### src/rtl/tap_regsel_pkg.sv
package tap_regsel_pkg;

  typedef enum logic [3:0] {
    TI_EXTEST,
    TI_SAMPLE,
    TI_IDCODE,
    TI_USERCODE,
    TI_INTEST,
    TI_CLAMP,
    TI_HIGHZ,
    TI_RUNBIST,
    TI_BYPASS
  } instr_e;

  typedef enum logic [1:0] {
    SRC_BYPASS,
    SRC_ID,
    SRC_BOUNDARY,
    SRC_BIST
  } dr_src_e;

  // identification word: version | part | maker | fixed one
  function automatic logic [31:0] build_id(input logic [3:0] ver,
                                           input logic [15:0] part,
                                           input logic [10:0] maker);
    return {ver, part, maker, 1'b1};
  endfunction

  // which data register sits between tdi and tdo for an instruction
  function automatic dr_src_e route_of(input instr_e ins);
    case (ins)
      TI_IDCODE, TI_USERCODE:           return SRC_ID;
      TI_SAMPLE, TI_EXTEST, TI_INTEST:  return SRC_BOUNDARY;
      TI_RUNBIST:                       return SRC_BIST;
      default:                          return SRC_BYPASS;
    endcase
  endfunction

endpackage

### src/rtl/tap_ir.sv
module tap_ir #(
  parameter int IR_W = 4
) (
  input  logic            tck,
  input  logic            trst_n,
  input  logic            tlr,
  input  logic            tdi,
  input  logic            capture,
  input  logic            shift,
  input  logic            update,
  output logic [IR_W-1:0] sr,
  output logic [IR_W-1:0] hold
);
  localparam logic [IR_W-1:0] CAPT_PAT  = IR_W'(1);
  localparam logic [IR_W-1:0] RESET_OP  = IR_W'(2);

  always_ff @(posedge tck or negedge trst_n) begin
    if (!trst_n) begin
      sr   <= CAPT_PAT;
      hold <= RESET_OP;
    end else begin
      if (capture)    sr <= CAPT_PAT;
      else if (shift) sr <= {tdi, sr[IR_W-1:1]};
      if (tlr)         hold <= RESET_OP;
      else if (update) hold <= sr;
    end
  end
endmodule

### src/rtl/tap_ir_decode.sv
module tap_ir_decode
  import tap_regsel_pkg::*;
#(
  parameter int IR_W = 4
) (
  input  logic [IR_W-1:0] op,
  output instr_e          ins,
  output dr_src_e         src
);
  always_comb begin
    ins = TI_BYPASS;
    if (op != '1) begin
      case (op)
        IR_W'(0): ins = TI_EXTEST;
        IR_W'(1): ins = TI_SAMPLE;
        IR_W'(2): ins = TI_IDCODE;
        IR_W'(3): ins = TI_USERCODE;
        IR_W'(4): ins = TI_INTEST;
        IR_W'(5): ins = TI_CLAMP;
        IR_W'(6): ins = TI_HIGHZ;
        IR_W'(7): ins = TI_RUNBIST;
        default:  ins = TI_BYPASS;
      endcase
    end
    src = route_of(ins);
  end
endmodule

### src/rtl/tap_id_reg.sv
module tap_id_reg #(
  parameter logic [31:0] ID_WORD = 32'h0000_0001
) (
  input  logic        tck,
  input  logic        trst_n,
  input  logic        tdi,
  input  logic        sel,
  input  logic        use_user,
  input  logic        capture,
  input  logic        shift,
  input  logic [31:0] user_code,
  output logic [31:0] sr
);
  always_ff @(posedge tck or negedge trst_n) begin
    if (!trst_n)              sr <= ID_WORD;
    else if (sel && capture)  sr <= use_user ? user_code : ID_WORD;
    else if (sel && shift)    sr <= {tdi, sr[31:1]};
  end
endmodule

### src/rtl/tap_bypass_reg.sv
module tap_bypass_reg (
  input  logic tck,
  input  logic trst_n,
  input  logic tdi,
  input  logic sel,
  input  logic capture,
  input  logic shift,
  output logic q
);
  always_ff @(posedge tck or negedge trst_n) begin
    if (!trst_n)             q <= 1'b0;
    else if (sel && capture) q <= 1'b0;
    else if (sel && shift)   q <= tdi;
  end
endmodule

### src/rtl/tap_tdo_stage.sv
module tap_tdo_stage (
  input  logic tck,
  input  logic trst_n,
  input  logic ir_shift,
  input  logic dr_shift,
  input  logic ir_bit,
  input  logic dr_bit,
  output logic tdo,
  output logic tdo_en
);
  always_ff @(negedge tck or negedge trst_n) begin
    if (!trst_n) begin
      tdo    <= 1'b0;
      tdo_en <= 1'b0;
    end else begin
      tdo    <= ir_shift ? ir_bit : dr_bit;
      tdo_en <= ir_shift | dr_shift;
    end
  end
endmodule

### src/rtl/tap_regsel.sv
module tap_regsel
  import tap_regsel_pkg::*;
#(
  parameter int          IR_W       = 4,
  parameter logic [3:0]  ID_VERSION = 4'h1,
  parameter logic [15:0] ID_PART    = 16'h0001,
  parameter logic [10:0] ID_MAKER   = 11'h001
) (
  input  logic            tck,
  input  logic            trst_n,
  input  logic            tlr,
  input  logic            tdi,
  input  logic            ir_capture,
  input  logic            ir_shift,
  input  logic            ir_update,
  input  logic            dr_capture,
  input  logic            dr_shift,
  input  logic            dr_update,
  input  logic [31:0]     user_code,
  input  logic            bsr_so,
  input  logic            bist_so,
  output logic [IR_W-1:0] cur_instr,
  output logic            pin_from_bsr,
  output logic            pin_hiz,
  output logic            core_from_bsr,
  output logic            bist_run,
  output logic            bsr_capture,
  output logic            bsr_shift,
  output logic            bsr_update,
  output logic            tdo,
  output logic            tdo_en
);
  localparam logic [31:0] ID_WORD = build_id(ID_VERSION, ID_PART, ID_MAKER);

  logic [IR_W-1:0] ir_sr;
  instr_e          ins;
  dr_src_e         src;
  logic [31:0]     id_sr;
  logic            byp_q;
  logic            dr_bit;

  // named events for the checker
  logic ev_id_capture;
  logic ev_byp_capture;
  logic sel_id;
  logic sel_byp;
  logic sel_bsr;

  tap_ir #(.IR_W(IR_W)) u_ir (
    .tck(tck), .trst_n(trst_n), .tlr(tlr), .tdi(tdi),
    .capture(ir_capture), .shift(ir_shift), .update(ir_update),
    .sr(ir_sr), .hold(cur_instr)
  );

  tap_ir_decode #(.IR_W(IR_W)) u_dec (
    .op(cur_instr), .ins(ins), .src(src)
  );

  assign sel_id  = (src == SRC_ID);
  assign sel_byp = (src == SRC_BYPASS);
  assign sel_bsr = (src == SRC_BOUNDARY);

  assign ev_id_capture  = dr_capture && (ins == TI_IDCODE);
  assign ev_byp_capture = dr_capture && sel_byp;

  tap_id_reg #(.ID_WORD(ID_WORD)) u_id (
    .tck(tck), .trst_n(trst_n), .tdi(tdi), .sel(sel_id),
    .use_user(ins == TI_USERCODE), .capture(dr_capture), .shift(dr_shift),
    .user_code(user_code), .sr(id_sr)
  );

  tap_bypass_reg u_byp (
    .tck(tck), .trst_n(trst_n), .tdi(tdi), .sel(sel_byp),
    .capture(dr_capture), .shift(dr_shift), .q(byp_q)
  );

  always_comb begin
    case (src)
      SRC_ID:       dr_bit = id_sr[0];
      SRC_BOUNDARY: dr_bit = bsr_so;
      SRC_BIST:     dr_bit = bist_so;
      default:      dr_bit = byp_q;
    endcase
  end

  assign bsr_capture = sel_bsr && dr_capture;
  assign bsr_shift   = sel_bsr && dr_shift;
  assign bsr_update  = sel_bsr && dr_update;

  assign pin_from_bsr  = (ins == TI_EXTEST) || (ins == TI_CLAMP);
  assign pin_hiz       = (ins == TI_HIGHZ);
  assign core_from_bsr = (ins == TI_INTEST);
  assign bist_run      = (ins == TI_RUNBIST);

  tap_tdo_stage u_tdo (
    .tck(tck), .trst_n(trst_n), .ir_shift(ir_shift), .dr_shift(dr_shift),
    .ir_bit(ir_sr[0]), .dr_bit(dr_bit), .tdo(tdo), .tdo_en(tdo_en)
  );
endmodule

### config.mk
export PLATFORM = sky130hd
export DESIGN_NAME = tap_regsel
export DESIGN_NICKNAME = d
export VERILOG_FILES = /design/src/rtl/tap_regsel_pkg.sv /design/src/rtl/tap_ir.sv /design/src/rtl/tap_ir_decode.sv /design/src/rtl/tap_id_reg.sv /design/src/rtl/tap_bypass_reg.sv /design/src/rtl/tap_tdo_stage.sv /design/src/rtl/tap_regsel.sv
export SDC_FILE = /design/constraint.sdc
export NUM_CORES = 1
export LEC_CHECK = 0
export ABC_AREA = 1
export ABC_CLOCK_PERIOD_IN_PS = 1700
export BUFFER_PORTS_ARGS = -buffer_cell sky130_fd_sc_hd__buf_4
export CORE_MARGIN = 2
export CORE_UTILIZATION = 53
export DETAILED_ROUTE_END_ITERATION = 6
export MAX_ROUTING_LAYER = met4
export PLACE_DENSITY = 0.88
export SETUP_SLACK_MARGIN = 0.2
export SLEW_MARGIN = 20
export SYNTH_ARGS = -nofsm -noshare
export SYNTH_HDL_FRONTEND = slang
export SYNTH_SLANG_ARGS = --single-unit
### constraint.sdc
create_clock -name tck -period 1.7 [get_ports tck]
set_clock_uncertainty 0.2 [all_clocks]
set_input_delay 0.34 -clock tck [delete_from_list [all_inputs] [get_ports tck]]
set_output_delay 0.34 -clock tck [all_outputs]
set_load 0.03 [all_outputs]
# Word level (Yosys, flattened, before mapping)
# Memory sizes are Yosys's and may differ from the RTL's.
# Index checks and enable logic that the tools add are counted.
totals:
  word_cells: 49
  inputBits: 44
  mem_count: 1
  mem_bits_rw: 0
  latchBits: 0
  ff_bits: 43
  output_inout_bits: 13
  mem_bits_ro: 24
op_classes:
  n_addsub: 0
  n_mux: 14
  n_eq_ne: 11
  n_reduce_logical: 16
  shift: 0
  order_cmp: 0
  div_mod_pow: 0
  mul: 0
  bitwise: 1
mem_list:
  columns: ["memory", "words", "width", "rd", "rd_ports_with_merged_regs", "wr", "line_no", "source"]
  rows:
  - ["(name not given)", 8, 3, 1, 0, 0, "tap_ir_decode.sv:13", "case (op)"]
op_table:
  columns: ["cell", "count"]
  rows:
  - ["2-to-1 mux 32 bit", 3]
  - ["2-to-1 mux 4 bit", 6]
  - ["== test 4 x 3 -> 1 bit, second input constant", 4]
  - ["== test 4 x 2 -> 1 bit, second input constant", 2]
  - ["nonzero test 2 bit", 4]
  - ["logical AND 1 bit", 7]
  - ["case mux 2 bit (3 select lines)", 1]
  - ["== test 2 bit, second input constant", 2]
  - ["== test 4 x 1 -> 1 bit, second input constant", 1]
  - ["logical NOT 4 bit", 1]
  - ["!= test 4 bit, second input constant", 1]
  - ["2-to-1 mux 1 bit", 3]
  - ["case mux 1 bit (3 select lines)", 1]
  - ["OR reduction 3 bit", 1]
  - ["== test 2 x 1 -> 1 bit, second input constant", 1]
  - ["logical NOT 2 bit", 1]
  - ["OR reduction 2 bit", 1]
  - ["logical OR 1 bit", 1]
  - ["OR 1 bit", 1]

# Logic depth before layout (Yosys ltp)
# Gate-level depths: netlist of run 1.
# An unclocked memory read counts as a cell.
logic_depth:
  depth_word: 10
  mapped_depth: 9
  depth_no_buf: 8

# Modules after synthesis
# From an unflattened synthesis of run 1, not the netlist that was laid out.
hier_totals:
  hier_cells: 370
  area_unflattened_um2: 2456.1
modules_own_cells:
  columns: ["mod", "cells_each", "seq_area_each_um2", "area_per_inst_um2", "n_inst"]
  rows:
  - ["tap_id_reg", 277, 805.8, 1816.7, 1]
  - ["tap_ir", 36, 202.7, 322.8, 1]
  - ["tap_regsel", 28, 0.0, 132.6, 1]
  - ["tap_tdo_stage", 7, 50.0, 71.3, 1]
  - ["tap_ir_decode", 15, 0.0, 61.3, 1]
  - ["tap_bypass_reg", 7, 25.0, 51.3, 1]

==> results.py, run 1 <==
metrics = {
    "finish": {
        "fillCellCount": 139,
        "drive_gt1_share_pct": 45.60,
        "antennaDiodeCount": 0,
        "nNetsFinal": 475,
        "area_growth_pct": 66.48,
        "multi_input_area_mm2": 0.001232,
        "regArea_mm2": 0.001087,
    },
    "detailed_routing": {
        "ant_nets": 0,
        "top_layer": "met4",
        "avgRoutedWirePerCell_um": 21.92,
        "dr_wl_met2_um": 4837,
        "drt_wl_total_um": 10570,
        "route.detailed.drc": 0,
        "vias_per_cell": 6.154,
        "wl_met1_um": 3295,
        "vias": 2966,
        "dr.pass1.iters": 7,
        "met3_length_um": 1246,
        "drt_iter0_markers": 603,
    },
    "worst_setup_path": {
        "crit_type": "reg2reg",
        "reg2reg_from": "u_ir.hold[1]",
        "crit_path_max_fanout": 8,
        "r2r_cells": 18,
        "start_kind": "register",
        "r2r_slack_ps": -760,
        "critPathCaptureType": "register",
        "arrival_ps": 2520,
        "reg2reg_to": "u_id.sr[26]",
        "crit_required_ps": 1760,
    },
    "sta": {
        "min_period_ps": 2459,
        "slew_viol_final": 0,
        "fmax_ghz": 0.4067,
        "finalCritPeriodShare_pct": 144.6,
        "hold_viol": 2,
        "max_slew_margin_pct": 70.97,
        "worst_pin_slew_ps": 435.5,
        "fin_hold_ws_ps": -9.598,
        "fin_ws_ps": -758.5,
        "rsz0062_at_grt": "true",
        "setup_viol_count_final": 45,
    },
    "clock_network": {
        "cts_tree": "built",
        "cts_sinks": 43,
        "htree_levels": 2,
        "numCtsBuffers": 5,
        "clk_latency_ps": 320,
        "clk_path_buf_depth": 2,
        "clkTransAtPathRegs_ps": 90,
        "root_buffer": "clkbuf_8",
    },
    "hold_path": {
        "hold_class": "in2reg",
        "min-delay-start": "ir_capture",
        "holdPathEnd": "u_ir.sr[1]",
        "whs_path_depth": 2,
    },
    "yosys": {
        "syn_area_per_cell_um2": 6.942,
        "ys_seq_area_share_pct": 48.62,
        "ys_warn_count": 0,
        "syn_inst": 321,
        "ys_ff_latch": 43,
        "ys_types": 21,
        "syn_area_mm2": 0.002228,
        "synth_nets": 365,
    },
    "floorplan": {
        "die_area_mm2": 0.004739,
        "initial_core_util_pct": 55.31,
        "rows": 23,
        "die_h_um": 68.84,
        "coreArea_mm2": 0.004029,
        "die_w_um": 68.84,
        "io_pins": 57,
    },
    "global_routing": {
        "grt.overflow.total": 0,
        "grt_pass1_vias": 2826,
        "antenna_found_initial": 0,
        "grt_pass1_wl_um": 14130,
        "grt_usage_pct": 43.71,
        "grt_max_degree": 34,
    },
    "power_and_ir_drop": {
        "irDropWorstVdd_mv": 1.056,
        "power_leakage_nw": 2.048,
        "p_total_mw": 3.372,
        "powerDensity_mw_per_mm2": 908.8,
    },
    "placed_design": {
        "gp_congestion": 0.8300,
        "post-dp-hpwl_um": 3895,
        "port_buffers": 56,
    },
    "flow_run": {
        "maxCapViolCount": 0,
    },
    "outcome": {
        "status": "finished, violations left",
        "violations": "hold timing, setup timing",
    },
}
worst max-delay path, cell delays in order (launching register included):
cell,delay [ps]
dfstp_2,580
inv_2,60
nor2_4,100
buf_6,100
buf_6,90
buf_6,100
buf_6,90
buf_6,80
buf_6,80
buf_6,80
buf_6,90
nand2_4,60
nor2_8,140
buf_6,110
buf_12,130
nand2_1,80
nand2_1,80
nand2_1,80
nand2_1,90
report_power, final:
group	leakage (nW)	total (mW)	switching (mW)	internal [mW]
combinational	1.43	1.06	0.592	0.468
clock	0.0654	0.976	0.389	0.588
sequential	0.551	1.34	0.127	1.21
total	2.05	3.37	1.11	2.26
through the flow:
stage | setup WS [ps] | utilization (%) | instances | cell area (µm²) | setup TNS (ps)
after floorplan | -628.9 | - | 321 | 2256 | -1943
after global placement | -491.5 | 72.21 | 442 | 2909 | -2206
after global routing | -780.0 | 92.08 | 482 | 3710 | -26470
after detailed placement | -565.0 | 72.21 | 442 | 2909 | -3411
final | -758.5 | 92.08 | 482 | 3710 | -25410
after CTS | -588.9 | 88.88 | 482 | 3581 | -18280
sequential cells by signal, summed over array words and instances (netlist names):
register,count
u_byp.q,1
u_tdo.tdo,1
u_ir.sr,4
u_tdo.tdo_en,1
u_ir.hold,4
u_id.sr,32
synth_stat cells (all sizes together):
cell type	count	area [µm²]
nand3b	1	7.510
dfstp	6	157.7
dfrtp	35	875.8
nand2	204	770.7
buf	11	75.07
or2	1	6.260
a21oi	3	15.01
dfrtn	2	50.05
nor3	1	5.000
nand3	12	60.06
nor2	20	96.34
inv	17	63.81
o21ai	7	38.79
and3	1	6.260
cells in the final DEF, fill, tap and decap left out, types with 3 or more instances in the layout:
cell / netlist / final
dfrtp_1: 35 / 32
nor2_1: 17 / 12
a21oi_1: 3 / 3
nor2_4: 0 / 5
nand2_2: 2 / 40
inv_2: 2 / 6
nand2_4: 0 / 8
dfstp_2: 6 / 6
clkbuf_8: 0 / 5
dfrtp_2: 0 / 3
buf_6: 2 / 32
nand3_1: 12 / 10
buf_4: 3 / 71
o21ai_0: 6 / 6
nand2_1: 202 / 156
buf_12: 0 / 4
inv_1: 15 / 10
logic make-up after synthesis:
family                 Yosys count  share of synthesized area, %
buffers and inverters           28                         6.232
flip-flops                      43                         48.62
AND/OR/NAND/NOR                240                         42.73
AO/OA/AOI/OAI                   10                         2.414
worst max path at each step:
stage	end	slack (ps)	cells past startpoint	start
floorplan	u_tdo.tdo	-630	7	u_ir.hold[1]
CTS	u_tdo.tdo	-590	7	u_ir.hold[1]
finish	u_id.sr[26]	-760	18	u_ir.hold[1]
global route	u_id.sr[3]	-780	18	u_ir.hold[1]
global placement	u_tdo.tdo	-490	7	u_ir.hold[1]
detailed placement	u_tdo.tdo	-560	7	u_ir.hold[1]
metal layers:
layer,track usage [%],vias to the layer above
met5,-,-
met3,7.792,129
met4,27.94,0
li1,-,1193
met1,48.41,1332
met2,72.72,312
layout make-up:
type | instances | share of cell area [%]
Clock buffer | 6 | 1.956
Clock inverter | 2 | 1.619
Inverter | 17 | 1.788
Multi-Input combinational cell | 250 | 33.22
Sequential cell | 43 | 29.31
Tap cell | 50 | 1.686
Timing Repair Buffer | 114 | 30.42
what timing repair did:
action,CTS,global route
hold buffers,2,0
gates resized for setup,63,44
pin swaps,16,19
gates cloned,6,0
buffers inserted,24,0
setup endpoints to repair,46,47
endpoints found under the hold margin,8,0
(Power assumes the default switching activity.)
==> run 2: changes to the inputs <==
- ABC_AREA: 1 -> not set
- CORE_UTILIZATION: 53 -> 52
- PLACE_DENSITY: 0.88 -> 0.87
==> results.py, run 2 <==
metrics = {
    "yosys": {
        "syn_area_mm2": 0.002151,
        "yosys.area.top_type": "dfrtp_1",
        "syn_area_per_cell_um2": 8.962,
        "ys_ff_latch": 43,
        "synth_top_family_by_area": "simple AND/OR/NAND/NOR gates",
        "ys_types": 34,
        "synth.area.top_cells": "dfrtp_1 41%, a31oi_1 8.4%, dfstp_2 7.3%",
        "synth_compound_gate_area_share_pct": 12.86,
        "synth_edf_count": 0,
        "synthSimpleGateAreaFrac_pct": 25.83,
        "ys_warn_count": 0,
        "synth_flop_cell": "dfrtp_1",
        "synth_nets": 284,
        "ys_seq_area_share_pct": 50.38,
        "synth_adder_area_share_pct": 0,
        "synth_mux_area_share_pct": 3.258,
        "synth_top_area_share_pct": 40.72,
        "postSynth.asyncResetShare_pct": 100.0,
        "synth-xor-area-share_pct": 0.8144,
        "synth.top_cells.by_count": "40 x nor2_1, 35 x dfrtp_1, 35 x nand2_1",
        "syn_inst": 240,
        "synth_most_common_cell": "nor2_1",
    },
    "floorplan": {
        "initial_core_util_pct": 53.77,
        "rows": 23,
        "die_w_um": 68.32,
        "io_pins": 57,
        "die_h_um": 68.32,
    },
    "clock_network": {
        "htree_levels": 2,
        "numCtsBuffers": 5,
        "clk_path_buf_depth": 2,
        "root_buffer": "clkbuf_8",
        "cts_sinks": 43,
    },
    "outcome": {
        "status": "stopped before the end",
        "lastStage": "global routing (5_1_grt)",
        "error_line": "[ERROR DPL-0038] Utilization greater than 100%, impossible to legalize",
    },
    "placed_design": {
        "port_buffers": 56,
        "postPlaceCellArea_mm2": 0.002910,
        "dp.cells": 348,
        "gp_congestion": 0.7500,
        "post-dp-hpwl_um": 3798,
    },
    "global_routing": {
        "grt_max_degree": 31,
    },
    "sta": {
        "worstEndpointGrtRepair": "u_tdo.tdo$_DFF_NN0_/D",
        "endpoint_type": "register data pin",
    },
}
==> run 2: kinds of logic after synthesis <==
group,after synthesis
compound gates,42
xor+xnor,2
buf+inv,23
flops,43
mux,7
simple gates,123
==> run 2: repair_timing <==
action                                  CTS
gates cloned                              9
endpoints found under the setup margin   48
pin swaps                                22
hold buffers                              2
hold endpoints to repair                 11
gates resized for setup                  74
setup buffers                            23
==> run 2: through the flow <==
step	hold WS (ps)	setup WS [ps]	utilization, %	TNS (ps)
after CTS	4.680	-670.9	93.84	-16920
after detailed placement	3.219	-721.1	72.76	-7475
after global placement	3.351	-668.1	72.76	-5992
after floorplan	-155.6	-869.0	-	-7147
==> run 3: changes to the inputs <==
- CORE_UTILIZATION: 52 -> 40
- MAX_ROUTING_LAYER: met4 -> not set
- PLACE_DENSITY: 0.87 -> not set
- PLACE_DENSITY_LB_ADDON: not set -> 0.15
- SETUP_SLACK_MARGIN: 0.2 -> not set
==> results.py, run 3 <==
metrics = {
    "outcome": {
        "status": "finished, violations left",
        "violations": "setup timing",
    },
    "yosys": {
        "synth_flop_cell": "dfrtp_1",
        "ys_ff_latch": 43,
        "synth.area.top_cells": "dfrtp_1 41%, a31oi_1 8.4%, dfstp_2 7.3%",
        "ys_seq_area_share_pct": 50.38,
        "synth_most_common_cell": "nor2_1",
        "syn_inst": 240,
        "postSynth.asyncResetShare_pct": 100.0,
        "synth_edf_count": 0,
        "ys_types": 34,
        "syn_area_per_cell_um2": 8.962,
        "ys_warn_count": 0,
        "yosys.area.top_type": "dfrtp_1",
        "synth.top_cells.by_count": "40 x nor2_1, 35 x dfrtp_1, 35 x nand2_1",
        "syn_area_mm2": 0.002151,
        "synth_top_area_share_pct": 40.72,
        "synth_nets": 284,
    },
    "clock_network": {
        "cts_sinks": 43,
        "cts_tree": "built",
        "root_buffer": "clkbuf_8",
        "numCtsBuffers": 5,
        "htree_levels": 2,
        "clk_latency_ps": 290,
        "clk_path_buf_depth": 2,
        "clkTransAtPathRegs_ps": 70,
    },
    "global_routing": {
        "grt_usage_pct": 18.70,
        "antenna_found_initial": 0,
        "grt_pass1_wl_um": 8914,
        "grt.overflow.total": 0,
        "grt_pass1_vias": 1951,
        "grt_max_degree": 42,
    },
    "finish": {
        "layoutNonFillerInstCount": 385,
        "top_regs": "u_id.sr x32, u_ir.hold x4, u_ir.sr x4",
        "largest_reg_flops": 32,
        "antennaDiodeCount": 0,
        "fin_util_pct": 61.90,
        "final_cell_mix": "74 x buf_4, 39 x nor2_1, 34 x nand2_1, 32 x dfrtp_1",
        "area_growth_pct": 47.93,
        "largest-register": "u_id.sr",
        "layout_commonest_cell": "buf_4",
        "nNetsFinal": 358,
        "drive_gt1_share_pct": 46.67,
    },
    "placed_design": {
        "gp_congestion": 0.7921,
        "dp.cells": 369,
        "post-dp-hpwl_um": 3680,
        "port_buffers": 56,
    },
    "worst_setup_path": {
        "crit_chain": "buf_4 -> xor2_1 -> a21o_1 -> nand2_1 -> a21oi_1",
        "crit_start": "u_ir.hold[1]",
        "start_kind": "register",
        "crit_type": "reg2reg",
        "crit_required_ps": 790,
        "arrival_ps": 1440,
        "crit_path_max_fanout": 8,
        "reg2reg_from": "u_ir.hold[1]",
        "critPathCaptureType": "register",
        "max_stage_delay_ps": 570,
        "critPathSlowestCell": "dfstp_2",
    },
    "power_and_ir_drop": {
        "power_leakage_nw": 1.402,
        "p_seq_share_pct": 49.5,
        "switching_share_pct": 30.55,
        "p_clk_share_pct": 22.2,
        "internal_power_mw": 1.932,
        "pwr-share-comb_pct": 28.3,
        "powerDensity_mw_per_mm2": 874.1,
        "p_switching_uw": 849.7,
        "irDropWorstVdd_mv": 0.4314,
    },
    "detailed_routing": {
        "wl_met1_um": 2409,
        "dr.pass1.iters": 4,
        "drt_wl_total_um": 5279,
        "vias_per_cell": 5.091,
        "dr_wl_met2_um": 2581,
        "ant_nets": 0,
        "avgRoutedWirePerCell_um": 13.71,
        "route.detailed.drc": 0,
        "met3_length_um": 232,
        "vias": 1960,
        "drt_iter0_markers": 70,
        "top_layer": "met4",
    },
    "sta": {
        "rsz0062_at_grt": "true",
        "setup_viol_count_final": 44,
        "max_slew_margin_pct": 63.84,
        "worst_pin_slew_ps": 534.9,
        "slew_viol_final": 0,
        "hold_viol": 0,
        "fin_ws_ps": -649.8,
    },
    "floorplan": {
        "initial_core_util_pct": 41.85,
        "die_area_mm2": 0.005980,
        "die_h_um": 77.33,
        "io_pins": 57,
        "coreArea_mm2": 0.005140,
        "die_w_um": 77.33,
        "rows": 26,
    },
    "hold_path": {
        "min-delay-start": "tlr",
        "hold_class": "in2reg",
    },
    "flow_run": {
        "maxCapViolCount": 0,
    },
}
-- run 3: cell counts after synthesis --
Identical to the previous run, type by type.
-- run 3: cell type report --
| cell class | count | area [µm²] |
|---|---|---|
| Tap cell | 70 | 87.58 |
| Multi-Input combinational cell | 174 | 1137 |
| Timing Repair Buffer | 89 | 784.5 |
| Inverter | 1 | 3.754 |
| Fill cell | 465 | 1958 |
| Sequential cell | 43 | 1087 |
| Clock buffer | 7 | 76.32 |
| Clock inverter | 1 | 5.005 |
-- run 3: per-stage QoR --
stage | cell area (µm²) | TNS (ps) | hold WS [ps] | power [mW] | worst slack [ps]
after CTS | 3153 | -10960 | 9.458 | 2.807 | -638.9
after detailed placement | 2943 | -7866 | 261.1 | 2.131 | -683.3
after global placement | 2943 | -8055 | 262.7 | 2.102 | -675.6
final | 3182 | -11460 | 20.30 | 2.781 | -649.8
after floorplan | 2390 | -7343 | -155.6 | 1.866 | -872.4
after global routing | 3182 | -15830 | 8.916 | 2.974 | -733.3
-- run 3: final timing paths --
path                                end  slack (ps)  cells after the start
min                        u_ir.hold[3]          20                      2
max                           u_tdo.tdo        -650                      5
max reg2reg                   u_tdo.tdo        -650                      5
min reg2reg                 u_id.sr[28]         280                      2
max in group asynchronous     u_tdo.tdo         270                      2
min in group asynchronous    u_ir.sr[2]         490                      3
-- run 3: critical path, delay by kind of cell (launching register included) --
family	cells	cell delay (ps)
flops	1	570
compound gates	2	240
buf+inv	1	180
xor+xnor	1	80
simple gates	1	70
-- run 3: per-layer routing --
| layer | GRT usage (%) | up-vias |
|---|---|---|
| li1 | - | 980 |
| met1 | 23.81 | 924 |
| met2 | 31.74 | 51 |
| met3 | 4.186 | 5 |
| met4 | 5.893 | 0 |
| met5 | 0 | - |
-- run 3: timing repair --
action,4_1_cts,5_1_grt
setup endpoints to repair,43,44
cloned,0,0
resized for setup,13,4
pin swaps,5,4
hold endpoints to repair,35,0
setup buffers,6,1
hold buffers,1,0
-- run 3: logic make-up (layout without fill, tap and decap cells) --
family / Yosys count / in the layout / synth area share, %
simple gates: 123 / 123 / 25.83
xor+xnor: 2 / 2 / 0.8146
buf+inv: 23 / 98 / 6.864
flops: 43 / 43 / 50.38
compound gates: 42 / 42 / 12.86
mux: 7 / 7 / 3.258
-- run 3: power by group through the flow --
stage	registers, mW	clock network (mW)	logic (mW)
6_report	1.38	0.619	0.787
5_1_grt	1.40	0.691	0.880
4_1_cts	1.38	0.645	0.785
3_5_place_dp	1.40	0	0.736
3_3_place_gp	1.38	0	0.718
2_1_floorplan	1.38	0	0.488
==> run 4: changes to the inputs <==
- SYNTH_HIERARCHICAL: not set -> 1
==> results.py, run 4 <==
metrics = {
    "floorplan": {
        "die_area_mm2": 0.006431,
        "initial_core_util_pct": 41.92,
        "io_pins": 57,
        "coreArea_mm2": 0.005540,
        "rows": 27,
        "die_h_um": 80.20,
        "die_w_um": 80.20,
    },
    "sta": {
        "max_slew_margin_pct": 52.61,
        "worst_pin_slew_ps": 710.9,
        "hold_viol": 0,
        "rsz0062_at_grt": "true",
        "fin_ws_ps": -1148,
        "fin_hold_ws_ps": 13.57,
        "slew_viol_final": 0,
        "setup_viol_count_final": 43,
    },
    "outcome": {
        "status": "finished, violations left",
        "violations": "setup timing",
    },
    "placed_design": {
        "postPlaceCellArea_mm2": 0.002939,
        "port_buffers": 56,
        "gp_congestion": 0.7639,
        "post-dp-hpwl_um": 3928,
    },
    "global_routing": {
        "grt_use_met2_pct": 36.00,
        "grt_pass1_wl_um": 10880,
        "grt_pass1_vias": 2164,
        "grt.overflow.total": 0,
        "antenna_found_initial": 0,
        "grt_util_met3_pct": 5.955,
        "met1_usage_pct": 29.44,
        "grt_max_degree": 42,
        "grt-busiest-layer": "met2",
        "grt_usage_pct": 22.10,
    },
    "detailed_routing": {
        "ant_nets": 0,
        "drt_iter0_markers": 126,
        "vias": 2156,
        "dr.pass1.iters": 4,
        "vias_per_cell": 5.704,
        "avgRoutedWirePerCell_um": 18.76,
        "route.detailed.drc": 0,
        "drt_wl_total_um": 7093,
    },
    "worst_setup_path": {
        "crit_path_max_fanout": 2,
        "critPathCaptureType": "register",
        "crit_required_ps": 800,
        "arrival_ps": 1950,
        "start_kind": "register",
        "crit_type": "reg2reg",
    },
    "clock_network": {
        "cts_sinks": 43,
        "root_buffer": "clkbuf_8",
        "htree_levels": 2,
        "clkTransAtPathRegs_ps": 70,
        "cts_tree": "built",
        "numCtsBuffers": 5,
        "clk_latency_ps": 310,
        "clk_path_buf_depth": 2,
    },
    "yosys": {
        "synth_top_area_share_pct": 37.72,
        "yosys.area.top_type": "dfrtp_1",
        "postSynth.asyncResetShare_pct": 100.0,
        "ys_warn_count": 6,
        "syn_area_mm2": 0.002322,
        "synth_edf_count": 0,
        "synth_nets": 261,
        "syn_inst": 217,
        "ys_ff_latch": 43,
        "ys_types": 45,
        "synth_most_common_cell": "dfrtp_1",
        "synth_flop_cell": "dfrtp_1",
        "ys_seq_area_share_pct": 46.66,
        "synth.top_cells.by_count": "35 x dfrtp_1, 19 x o22ai_1, 13 x a21oi_1, 13 x a221o_1, 13 x nand2b_1",
        "syn_area_per_cell_um2": 10.70,
        "synth.area.top_cells": "dfrtp_1 38%, dfstp_2 6.8%, a221o_1 5.6%",
    },
    "finish": {
        "drive_gt1_share_pct": 61.44,
        "antennaDiodeCount": 0,
        "nNetsFinal": 349,
        "area_growth_pct": 60.99,
        "final_cell_mix": "69 x buf_4, 33 x dfrtp_1, 17 x buf_6, 15 x o22ai_2",
        "largest_reg_flops": 32,
        "layout_commonest_cell": "buf_4",
        "top_regs": "u_id/sr x32, u_ir/hold x4, u_ir/sr x4",
        "largest-register": "u_id/sr",
        "final_area_mm2": 0.003739,
    },
    "flow_run": {
        "maxCapViolCount": 0,
    },
    "power_and_ir_drop": {
        "powerDensity_mw_per_mm2": 884.6,
        "power_leakage_nw": 1.563,
        "irDropWorstVdd_mv": 0.5181,
    },
    "hold_path": {
        "hold_class": "in2reg",
    },
}
==> run 4: cell types whose count changed after synthesis, sizes merged, moves of 5 or more <==
| cell | delta |
|---|---|
| nand2b | +13 |
| o221ai | +6 |
| nor2b | +10 |
| inv | +5 |
| nor2 | -32 |
| a22oi | +13 |
| o21ai | +8 |
| a221o | +13 |
| o22ai | +18 |
| nand3 | -27 |
| clkbuf | -7 |
| a21oi | +12 |
| nand2 | -27 |
| a31oi | -29 |
==> run 4: report_power, final <==
part	switching, mW	internal [mW]	leakage [nW]
Sequential	0.189	1.26	0.550
Clock	0.348	0.371	0.0515
Combinational	0.523	0.620	0.961
Total	1.06	2.25	1.56
==> run 4: kinds of logic (layout without fill, tap and decap cells) <==
| family | Yosys count | in the layout | synth area share (%) |
|---|---|---|---|
| compound gates | 83 | 83 | 26.56 |
| xor+xnor | 1 | 1 | 0.3772 |
| buf+inv | 24 | 110 | 7.435 |
| flops | 43 | 43 | 46.66 |
| mux | 8 | 8 | 4.202 |
| simple gates | 58 | 61 | 14.76 |
==> run 4: final timing paths <==
| check | from | slack, ps | depth (start not counted) | to |
|---|---|---|---|---|
| worst min register to register | u_id/sr[19] | 320 | 1 | u_id/sr[19] |
| worst max register to register | u_ir/hold[1] | -1150 | 4 | u_tdo/tdo |
| max in group asynchronous | trst_n | 280 | 2 | u_tdo/tdo |
| min in group asynchronous | trst_n | 470 | 3 | u_id/sr[30] |
| worst max-delay path | u_ir/hold[1] | -1150 | 4 | u_tdo/tdo |
| worst min-delay path | tlr | 10 | 2 | u_ir/hold[0] |
==> run 4: repair_timing <==
action | CTS | global route
cloned | 8 | 0
hold buffers | 1 | 0
buffers inserted | 7 | 2
pin swaps | 18 | 13
gates resized for setup | 67 | 36
endpoints found under the setup margin | 42 | 43
endpoints found under the hold margin | 35 | 0
==> run 4: metal layers <==
layer / vias to the layer above / wire [µm]
li1: 1006 / -
met1: 1085 / 3245
met2: 56 / 3450
met3: 9 / 299
met4: 0 / 99
met5: - / 0
==> run 4: metrics by stage <==
step	power (mW)	TNS, ps	util [%]	setup slack, ps	instances
final	3.307	-27350	67.48	-1148	378
after global routing	3.463	-30880	67.48	-1204	378
after CTS	3.142	-25730	63.82	-1140	376
after detailed placement	2.207	-20280	53.05	-1157	352
after global placement	2.187	-19320	53.05	-1138	352
after floorplan	1.915	-18570	-	-1322	217
==> run 4: layout make-up <==
| class | count | area (µm²) |
|---|---|---|
| Timing Repair Buffer | 95 | 904.6 |
| Clock buffer | 8 | 100.1 |
| Multi-Input combinational cell | 153 | 1508 |
| Inverter | 6 | 38.79 |
| Sequential cell | 43 | 1086 |
| Fill cell | 430 | 1802 |
| Timing Repair inverter | 1 | 11.26 |
| Tap cell | 72 | 90.09 |
==> run 4: critical path, stage by stage (launching register included) <==
cell,delay [ps]
dfstp_2,540
nor2b_4,140
a21boi_4,200
mux4_2,510
mux2_4,270
